**config.mk**
```make
export PLATFORM = sky130hd
export DESIGN_NAME = gpio_bank_atr
export DESIGN_NICKNAME = d
export VERILOG_FILES = /design/src/rtl/gpio_atr_pkg.sv /design/src/rtl/gpio_masked_reg.sv /design/src/rtl/gpio_sync.sv /design/src/rtl/gpio_pin_group.sv /design/src/rtl/gpio_bank_atr.sv
export SDC_FILE = /design/constraint.sdc
export NUM_CORES = 1
export LEC_CHECK = 0
export CAP_MARGIN = 20
export CORE_ASPECT_RATIO = 0.7
export CORE_MARGIN = 2
export CORE_UTILIZATION = 45
export CTS_CLUSTER_SIZE = 20
export DETAILED_ROUTE_END_ITERATION = 7
export MAX_ROUTING_LAYER = met4
export PLACE_DENSITY = 0.81
export SLEW_MARGIN = 20
export SYNTH_ARGS = -nofsm -noshare
export SYNTH_HDL_FRONTEND = slang
export SYNTH_SLANG_ARGS = --single-unit
```
**constraint.sdc**
```tcl
create_clock -name clk -period 1.9 [get_ports clk]
set_clock_uncertainty 0.15 [all_clocks]
set_input_delay 0.38 -clock clk [delete_from_list [all_inputs] [get_ports clk]]
set_output_delay 0.38 -clock clk [all_outputs]
set_load 0.02 [all_outputs]
```
**src/rtl/gpio_atr_pkg.sv**
```systemverilog
package gpio_atr_pkg;
  localparam int NUM_GROUPS = 2;
  localparam int GRP_TX     = 0;
  localparam int GRP_RX     = 1;

  // Register kinds held per group; address = kind * NUM_GROUPS + group
  typedef enum int {
    K_OE    = 0,
    K_IO    = 1,
    K_AMASK = 2,
    K_ATXV  = 3,
    K_ARXV  = 4
  } reg_kind_e;

  localparam int REG_KINDS = 5;
  localparam int RB_ADDR   = REG_KINDS * NUM_GROUPS;

  function automatic int reg_addr(int grp, int kind);
    return kind * NUM_GROUPS + grp;
  endfunction
endpackage

```
**src/rtl/gpio_masked_reg.sv**
```systemverilog
module gpio_masked_reg #(
  parameter int W = 16
) (
  input  logic         clk,
  input  logic         rst,
  input  logic         clr,
  input  logic         wr,
  input  logic [W-1:0] mask,
  input  logic [W-1:0] val,
  output logic [W-1:0] q
);
  always_ff @(posedge clk) begin
    if (rst || clr) begin
      q <= '0;
    end else if (wr) begin
      q <= (q & ~mask) | (val & mask);
    end
  end
endmodule

```
**src/rtl/gpio_sync.sv**
```systemverilog
module gpio_sync #(
  parameter int W      = 16,
  parameter int STAGES = 2
) (
  input  logic         clk,
  input  logic         rst,
  input  logic [W-1:0] d,
  output logic [W-1:0] q
);
  logic [STAGES-1:0][W-1:0] chain;

  always_ff @(posedge clk) begin
    if (rst) begin
      chain <= '0;
    end else begin
      chain[0] <= d;
      for (int s = 1; s < STAGES; s++) begin
        chain[s] <= chain[s-1];
      end
    end
  end

  assign q = chain[STAGES-1];
endmodule

```
**src/rtl/gpio_pin_group.sv**
```systemverilog
module gpio_pin_group
  import gpio_atr_pkg::*;
#(
  parameter int PIN_W       = 16,
  parameter int ADDR_W      = 4,
  parameter int SYNC_STAGES = 2,
  parameter int GRP         = 0
) (
  input  logic                            clk,
  input  logic                            rst,
  input  logic                            shutdown,
  input  logic                            wr_en,
  input  logic [ADDR_W-1:0]               wr_addr,
  input  logic [PIN_W-1:0]                wr_mask,
  input  logic [PIN_W-1:0]                wr_val,
  input  logic                            tx_active,
  input  logic [PIN_W-1:0]                pin_in,
  output logic [PIN_W-1:0]                pin_oe,
  output logic [PIN_W-1:0]                pin_out,
  output logic [PIN_W-1:0]                level,
  output logic [REG_KINDS-1:0][PIN_W-1:0] regs_q
);
  localparam logic [PIN_W-1:0] ALL_ONES = '1;

  // One register per kind; enables are cleared by shutdown, override regs take whole words
  for (genvar k = 0; k < REG_KINDS; k++) begin : g_reg
    localparam logic [ADDR_W-1:0] MY_ADDR = ADDR_W'(reg_addr(GRP, k));
    localparam bit MASKED = (k == int'(K_OE)) || (k == int'(K_IO));
    localparam bit CLEARS = (k == int'(K_OE));
    logic hit;
    assign hit = wr_en && (wr_addr == MY_ADDR);
    gpio_masked_reg #(.W(PIN_W)) u_reg (
      .clk  (clk),
      .rst  (rst),
      .clr  (CLEARS ? shutdown : 1'b0),
      .wr   (hit),
      .mask (MASKED ? wr_mask : ALL_ONES),
      .val  (wr_val),
      .q    (regs_q[k])
    );
  end

  logic [PIN_W-1:0] oe_q, io_q, am_q, atx_q, arx_q;
  assign oe_q  = regs_q[K_OE];
  assign io_q  = regs_q[K_IO];
  assign am_q  = regs_q[K_AMASK];
  assign atx_q = regs_q[K_ATXV];
  assign arx_q = regs_q[K_ARXV];

  logic [PIN_W-1:0] atr_sel, out_d, out_q;
  always_comb begin
    atr_sel = tx_active ? atx_q : arx_q;
    out_d   = (am_q & atr_sel) | (~am_q & io_q);
  end

  always_ff @(posedge clk) begin
    if (rst) out_q <= '0;
    else     out_q <= out_d;
  end

  logic [PIN_W-1:0] in_sync;
  gpio_sync #(.W(PIN_W), .STAGES(SYNC_STAGES)) u_sync (
    .clk (clk),
    .rst (rst),
    .d   (pin_in),
    .q   (in_sync)
  );

  assign pin_oe  = oe_q;
  assign pin_out = out_q;
  assign level   = (oe_q & out_q) | (~oe_q & in_sync);
endmodule

```
**src/rtl/gpio_bank_atr.sv**
```systemverilog
module gpio_bank_atr
  import gpio_atr_pkg::*;
#(
  parameter int PIN_W       = 16,
  parameter int ADDR_W      = 4,
  parameter int SYNC_STAGES = 2
) (
  input  logic                 clk,
  input  logic                 rst,
  input  logic                 shutdown,
  input  logic                 wr_en,
  input  logic [ADDR_W-1:0]    wr_addr,
  input  logic [2*PIN_W-1:0]   wr_data,
  input  logic                 rd_en,
  input  logic [ADDR_W-1:0]    rd_addr,
  output logic [2*PIN_W-1:0]   rd_data,
  input  logic                 tx_active,
  input  logic [PIN_W-1:0]     tx_pin_in,
  output logic [PIN_W-1:0]     tx_pin_oe,
  output logic [PIN_W-1:0]     tx_pin_out,
  input  logic [PIN_W-1:0]     rx_pin_in,
  output logic [PIN_W-1:0]     rx_pin_oe,
  output logic [PIN_W-1:0]     rx_pin_out
);
  localparam int DATA_W = 2 * PIN_W;
  localparam logic [ADDR_W-1:0] RB_A = ADDR_W'(RB_ADDR);

  logic [PIN_W-1:0] wr_mask, wr_val;
  assign wr_mask = wr_data[DATA_W-1:PIN_W];
  assign wr_val  = wr_data[PIN_W-1:0];

  logic [NUM_GROUPS-1:0][PIN_W-1:0]                grp_in, grp_oe, grp_out, grp_lvl;
  logic [NUM_GROUPS-1:0][REG_KINDS-1:0][PIN_W-1:0] grp_regs;

  assign grp_in[GRP_TX] = tx_pin_in;
  assign grp_in[GRP_RX] = rx_pin_in;

  for (genvar g = 0; g < NUM_GROUPS; g++) begin : g_grp
    gpio_pin_group #(
      .PIN_W       (PIN_W),
      .ADDR_W      (ADDR_W),
      .SYNC_STAGES (SYNC_STAGES),
      .GRP         (g)
    ) u_grp (
      .clk       (clk),
      .rst       (rst),
      .shutdown  (shutdown),
      .wr_en     (wr_en),
      .wr_addr   (wr_addr),
      .wr_mask   (wr_mask),
      .wr_val    (wr_val),
      .tx_active (tx_active),
      .pin_in    (grp_in[g]),
      .pin_oe    (grp_oe[g]),
      .pin_out   (grp_out[g]),
      .level     (grp_lvl[g]),
      .regs_q    (grp_regs[g])
    );
  end

  assign tx_pin_oe  = grp_oe[GRP_TX];
  assign tx_pin_out = grp_out[GRP_TX];
  assign rx_pin_oe  = grp_oe[GRP_RX];
  assign rx_pin_out = grp_out[GRP_RX];

  logic [DATA_W-1:0] rd_next;
  always_comb begin
    rd_next = '0;
    if (rd_addr == RB_A) begin
      rd_next = {grp_lvl[GRP_RX], grp_lvl[GRP_TX]};
    end
    for (int g = 0; g < NUM_GROUPS; g++) begin
      for (int k = 0; k < REG_KINDS; k++) begin
        if (rd_addr == ADDR_W'(reg_addr(g, k))) begin
          rd_next = {{PIN_W{1'b0}}, grp_regs[g][k]};
        end
      end
    end
  end

  always_ff @(posedge clk) begin
    if (rst)        rd_data <= '0;
    else if (rd_en) rd_data <= rd_next;
  end
endmodule

```
==> flow_summary.ini, run 1 <==
[status]
status = completed

[synth]
synth_edf_count = 0
netlist_area_um2 = 12500
async_flop_share_pct = 0
yosysSeqAreaShare_pct = 46.2
avgSynthCellArea_um2 = 8.84
synth_commonest_cells = dfxtp_1 (288), nand2_1 (196), nor2_1 (176)
yosysTopAreaCell = dfxtp_1
synth_area_leaders = dfxtp_1 (46%), mux2i_1 (12%), nand2_1 (5.9%)
syn_inst = 1411
synthDominantCellAreaShare_pct = 46.2
syn-num-nets = 1489
synth-main-ff-cell = dfxtp_1
ys_warn_count = 0
synth.distinct_cells = 62
synth_most_common_cell = dfxtp_1
synth-seq-cells = 288

[detailed_routing]
postRouteAntennaNets = 0
drc_errors = 0
drtPass1Iterations = 5
via_count = 11250
avgRoutedWirePerCell_um = 19.9
wirelength_mm = 40.1
drt_iter0_drc = 932
via_per_inst = 5.59

[setup_path]
rr_endpoint = rd_data[9]
slowest_stage = nor2_1
crit_path_max_incr_delay_ns = 0.72
crit_type = in2reg
r2r_cells = 4
cp.required_ns = 2.25
cpMostUsedCell = buf_4
crit_chain = clkdlybuf4s50_1, buf_4, buf_4, nor2_1, a21o_1, o21a_1
cp-start-kind = primary input
arrival_ns = 2.23
path_depth = 6
path_buf_inv = 3
critPathTopFamily = buffers and inverters
endpoint = rd_data[6]
crit_start = rd_addr[3]
path_max_fanout = 9
regToRegSetupSlack_ns = 0.27
worstSetupEndpointType = flip-flop

[floorplan]
start_util_pct = 46.2
row_count = 50
die_h_um = 143
core_area_um2 = 27000
ios = 174
dieArea_um2 = 29100
die_width_um = 203

[min_path]
hold_class = in2reg

[place]
gp_congestion = 0.925
place_ws_ns = -0.734
port_buffers = 173
dp_cells = 1958
post-dp-hpwl_mm = 29.5
place_area_um2 = 15300

[power_and_ir_drop]
p_leak_nw = 6.77
power_density_nw_per_um2 = 818
peakVddDrop_mv = 0.547

[sta]
min_period_over_period_pct = 99.1
slew_violations = 0
whs_ns = 0.226
fin_ws_ns = 0.0162
setup_viol = 0
rsz0062_at_grt = yes
timing.slew.headroom_pct = 36.2
max_freq_ghz = 0.531
hold_viol = 0
min_period_ns = 1.88
tns_ns = 0
worst_pin_slew_ns = 0.954

[grt]
grt_pass1_wl_mm = 62.6
first_global_vias = 11123
grt_max_degree = 93
antenna_found_initial = 2
gr-total-overflow = 0
grt_usage_pct = 28.4

[clock_tree]
cts_tree = done
cts_buffer_depth = 3
clock_sinks = 288
clock_latency_ns = 0.56
htree_levels = 1
cts_buffers = 28
cts_root_buf = clkbuf_16
clk_pin_slew_ns = 0.06

[layout]
final_area_um2 = 16300
post_route_cells_drive_above_1_share_pct = 14.6
stdcell_count = 2014
syn2layout_area_growth_pct = 31.0
nets = 1704

[run]
drv_cap = 0
worst min-delay path by stage:
stage                                          startpoint                              end  slack [ns]  cells past startpoint
final                                       tx_pin_in[14]  g_grp[0].u_grp.u_sync.chain[14]        0.23                      2
after global routing                        tx_pin_in[14]  g_grp[0].u_grp.u_sync.chain[14]        0.22                      2
after CTS                                    rx_pin_in[8]   g_grp[1].u_grp.u_sync.chain[8]        0.21                      2
after detailed placement  g_grp[0].u_grp.u_sync.chain[12]      g_grp[0].u_grp.u_sync.q[12]        0.27                      1
after global placement    g_grp[1].u_grp.u_sync.chain[12]      g_grp[1].u_grp.u_sync.q[12]        0.27                      1
after floorplan            g_grp[0].u_grp.u_sync.chain[0]       g_grp[0].u_grp.u_sync.q[0]        0.26                      1
layout by cell type, fill, tap and decap left out, types with 12 or more instances in the layout:
| cell | n |
|---|---|
| o211ai_1 | 12 |
| nand2b_1 | 26 |
| dfxtp_1 | 288 |
| dlygate4sd2_1 | 84 |
| mux2_2 | 29 |
| buf_4 | 94 |
| buf_12 | 23 |
| nor2b_1 | 78 |
| a22oi_1 | 25 |
| o21ai_0 | 35 |
| mux2i_1 | 147 |
| nand2_1 | 196 |
| nor2_1 | 176 |
| nor3_1 | 13 |
| clkdlybuf4s50_1 | 73 |
| a211oi_1 | 34 |
| o22ai_1 | 18 |
| clkbuf_16 | 29 |
| a21oi_1 | 86 |
| o21a_1 | 18 |
| a21o_1 | 14 |
cell type report:
cell class                 count  area [µm²]
clock buffer                  37         816
clock inverter                15         166
inverter                      12        45.0
tap                          364         455
timing repair buffer         292        2780
multi-input combinational   1004        6300
fill                        2420       10700
sequential                   288        5770
antenna                        2        5.00
power by group:
group	internal [mW]	switching (mW)	leakage [nW]
logic	0.574	0.709	3.95
clock network	3.43	2.43	0.485
registers	6.15	0.0658	2.34
cells by family (layout without fill, tap and decap cells):
kind of cell	count (synthesis)	in the layout	share of synthesized area, %
xor+xnor	1	1	0.0702
simple gates	526	526	19.1
mux	177	177	14.5
other cells	0	2	0
buf+inv	119	356	4.09
compound gates	300	300	16.0
flops	288	288	46.2
layer usage:
layer	wire length, µm	up-vias	track usage (%)
met5	0	-	-
met4	1320	0	9.26
met3	2780	86	4.99
met2	18300	443	44.9
met1	17700	5403	37.1
li1	-	5318	-
repair_timing:
action,in CTS,in global routing
endpoints found under the hold margin,1,0
resized for setup,104,39
buffers inserted,0,1
hold buffers,1,0
pin swaps,0,8
endpoints found under the setup margin,105,23
metrics by stage:
stage / power [mW] / utilization, %
after CTS: 13.4 / 60.1
after floorplan: 6.98 / -
after global routing: 13.8 / 60.5
after global placement: 7.58 / 56.8
after detailed placement: 7.60 / 56.8
final: 13.4 / 60.5
Power figures use the tool's default switching activity.
==> run 2, diff against run 1 <==
--- a/config.mk
+++ b/config.mk
@@ -17,3 +17,4 @@
 export SYNTH_ARGS = -nofsm -noshare
 export SYNTH_HDL_FRONTEND = slang
 export SYNTH_SLANG_ARGS = --single-unit
+export TNS_END_PERCENT = 20
==> run 2 against run 1 <==
  * First-iteration DRC count stayed put
  * Critical path depth grew 3
  * Worst hold slack worse by 0.0015 ns
  * Critical endpoint is now rd_data[15]
  * Clock-buffer cell count stayed put
  * Total power about the same
  * Sequential share of layout area unchanged
  * Via count down 0.28%
  * Combinational power about the same
  * Sequential power hardly changed
  * Largest power group unchanged
==> flow_summary.ini, run 2 (synthesized netlist as in run 1, its figures left out) <==
[clock_tree]
clk_pin_slew_ns = 0.06
cts_buffers = 28
htree_levels = 1
cts_root_buf = clkbuf_16
clock_sinks = 288
cts_buffer_depth = 3
cts_tree = done
clock_latency_ns = 0.56

[detailed_routing]
avgRoutedWirePerCell_um = 19.9
postRouteAntennaNets = 0
drc_errors = 0
drtPass1Iterations = 5
via_per_inst = 5.57
wirelength_mm = 40.1
drt_iter0_drc = 932
via_count = 11219

[layout]
final_cell_mix = dfxtp_1 (288), nand2_1 (196), nor2_1 (176), mux2i_1 (147), buf_4 (94)
utilization_pct = 60.5
final_area_um2 = 16300
nets = 1704
layout.cells.most_common = dfxtp_1
syn2layout_area_growth_pct = 31.0
fillers = 2419
post_route_cells_drive_above_1_share_pct = 14.6

[place]
gp_congestion = 0.925
post-dp-hpwl_mm = 29.5
place_area_um2 = 15300
port_buffers = 173

[run]
drv_cap = 0

[setup_path]
worstSetupEndpointType = flip-flop
cpMostUsedCell = buf_12
cp-start-kind = primary input
crit_type = in2reg
crit_chain = clkdlybuf4s50_1, buf_12, buf_12, buf_4, nand2b_1, a32o_1, a22oi_1, o31ai_1, a211oi_1
critPathTopFamily = buffers and inverters
crit_path_max_incr_delay_ns = 0.45
slowest_stage = clkdlybuf4s50_1
arrival_ns = 2.21
path_max_fanout = 21
path_buf_inv = 4
cp.required_ns = 2.22

[grt]
grt_max_degree = 93
first_global_vias = 11123
gr-total-overflow = 0
antenna_found_initial = 2
grt_pass1_wl_mm = 62.6
grt_usage_pct = 28.4

[sta]
timing.slew.headroom_pct = 36.4
rsz0062_at_grt = yes
hold_viol = 0
max_freq_ghz = 0.527
setup_viol = 0
min_period_over_period_pct = 99.8
min_period_ns = 1.90
worst_pin_slew_ns = 0.951
slew_violations = 0

[power_and_ir_drop]
seqPwrFrac_pct = 46.5
swShare_pct = 24.0
p_sw_mw = 3.21
internal_power_mw = 10.2
power_density_nw_per_um2 = 818
peakVddDrop_mv = 0.551
p_leak_nw = 6.77
pwr-share-comb_pct = 9.6
p_clk_share_pct = 43.9
p_total_mw = 13.4

[floorplan]
start_util_pct = 46.2
row_count = 50
ios = 174
core_area_um2 = 27000
dieArea_um2 = 29100
die_width_um = 203
die_h_um = 143

[status]
status = completed

[min_path]
hold_class = in2reg
## run 2: changes by cell type in the layout (fill, tap and decap cells not counted)
cell / delta
a21boi_1: +1
a21boi_2: -1
clkdlybuf4s15_1: -2
clkdlybuf4s50_1: +1
dlygate4sd2_1: +2
dlymetal6s2s_1: -1
nand2b_1: -1
nand2b_2: +1
nor3b_2: -1
nor3b_4: +1
## run 2: worst reg2reg max path, delay by kind of cell, from the launching register on
| family | cells | cell delay, ns |
|---|---|---|
| AO/OA/AOI/OAI | 3 | 0.83 |
| flip-flops | 1 | 0.37 |
| AND/OR/NAND/NOR | 1 | 0.16 |
## run 2: through the flow
step	std cells	hold slack, ns	TNS, ns	setup WS, ns
final	2014	0.224	0	0.00346
after global routing	2014	0.216	-0.188	-0.0492
after CTS	2011	0.205	0	0.00104
after floorplan	1411	0.264	0	0.000932
after detailed placement	1958	0.271	-61.16	-0.734
after global placement	1958	0.269	-53.80	-0.729
## run 2: routing by layer
layer	global-route usage [%]	vias up	share of wire (%)	wire, µm
li1	-	5313	-	-
met1	37.1	5373	44	17700
met2	44.9	443	46	18300
met3	4.99	90	7.0	2810
met4	9.26	0	3.4	1360
met5	-	-	0	0
## run 2: path summary, 6_finish.rpt
check	start	end	slack, ns	cells after the start
setup / recovery	rd_addr[2]	rd_data[15]	0.003	9
setup reg to reg	flip-flop	rd_data[9]	0.27	4
hold reg to reg	g_grp[0].u_grp.u_sync.chain[8]	g_grp[0].u_grp.u_sync.q[8]	0.28	1
hold / removal	tx_pin_in[14]	g_grp[0].u_grp.u_sync.chain[14]	0.22	2
## run 2: final cells by class
type	count	area, µm²	share of cell area (%)
inverters	12	45.0	0.276
flip-flops and latches	288	5770	35.3
well taps	364	455	2.79
repair buffers	292	2780	17.0
clock buffers	37	816	4.99
diodes	2	5.00	0.0306
multi-input cells	1004	6310	38.6
clock inverters	15	166	1.02
## run 2: power groups by stage
stage	clock network, mW	logic [mW]	registers [mW]
after floorplan	0	0.616	6.36
after global placement	0	1.23	6.35
after detailed placement	0	1.24	6.36
after CTS	5.96	1.24	6.22
after global routing	6.22	1.37	6.23
final	5.87	1.28	6.22
## run 2: timing repair
action | CTS | global route
endpoints found under the hold margin | 1 | 0
pin swaps | 0 | 8
setup buffers | 0 | 1
hold buffers | 1 | 0
gates cloned | 0 | 0
resized for setup | 104 | 37
setup endpoints to repair | 105 | 23
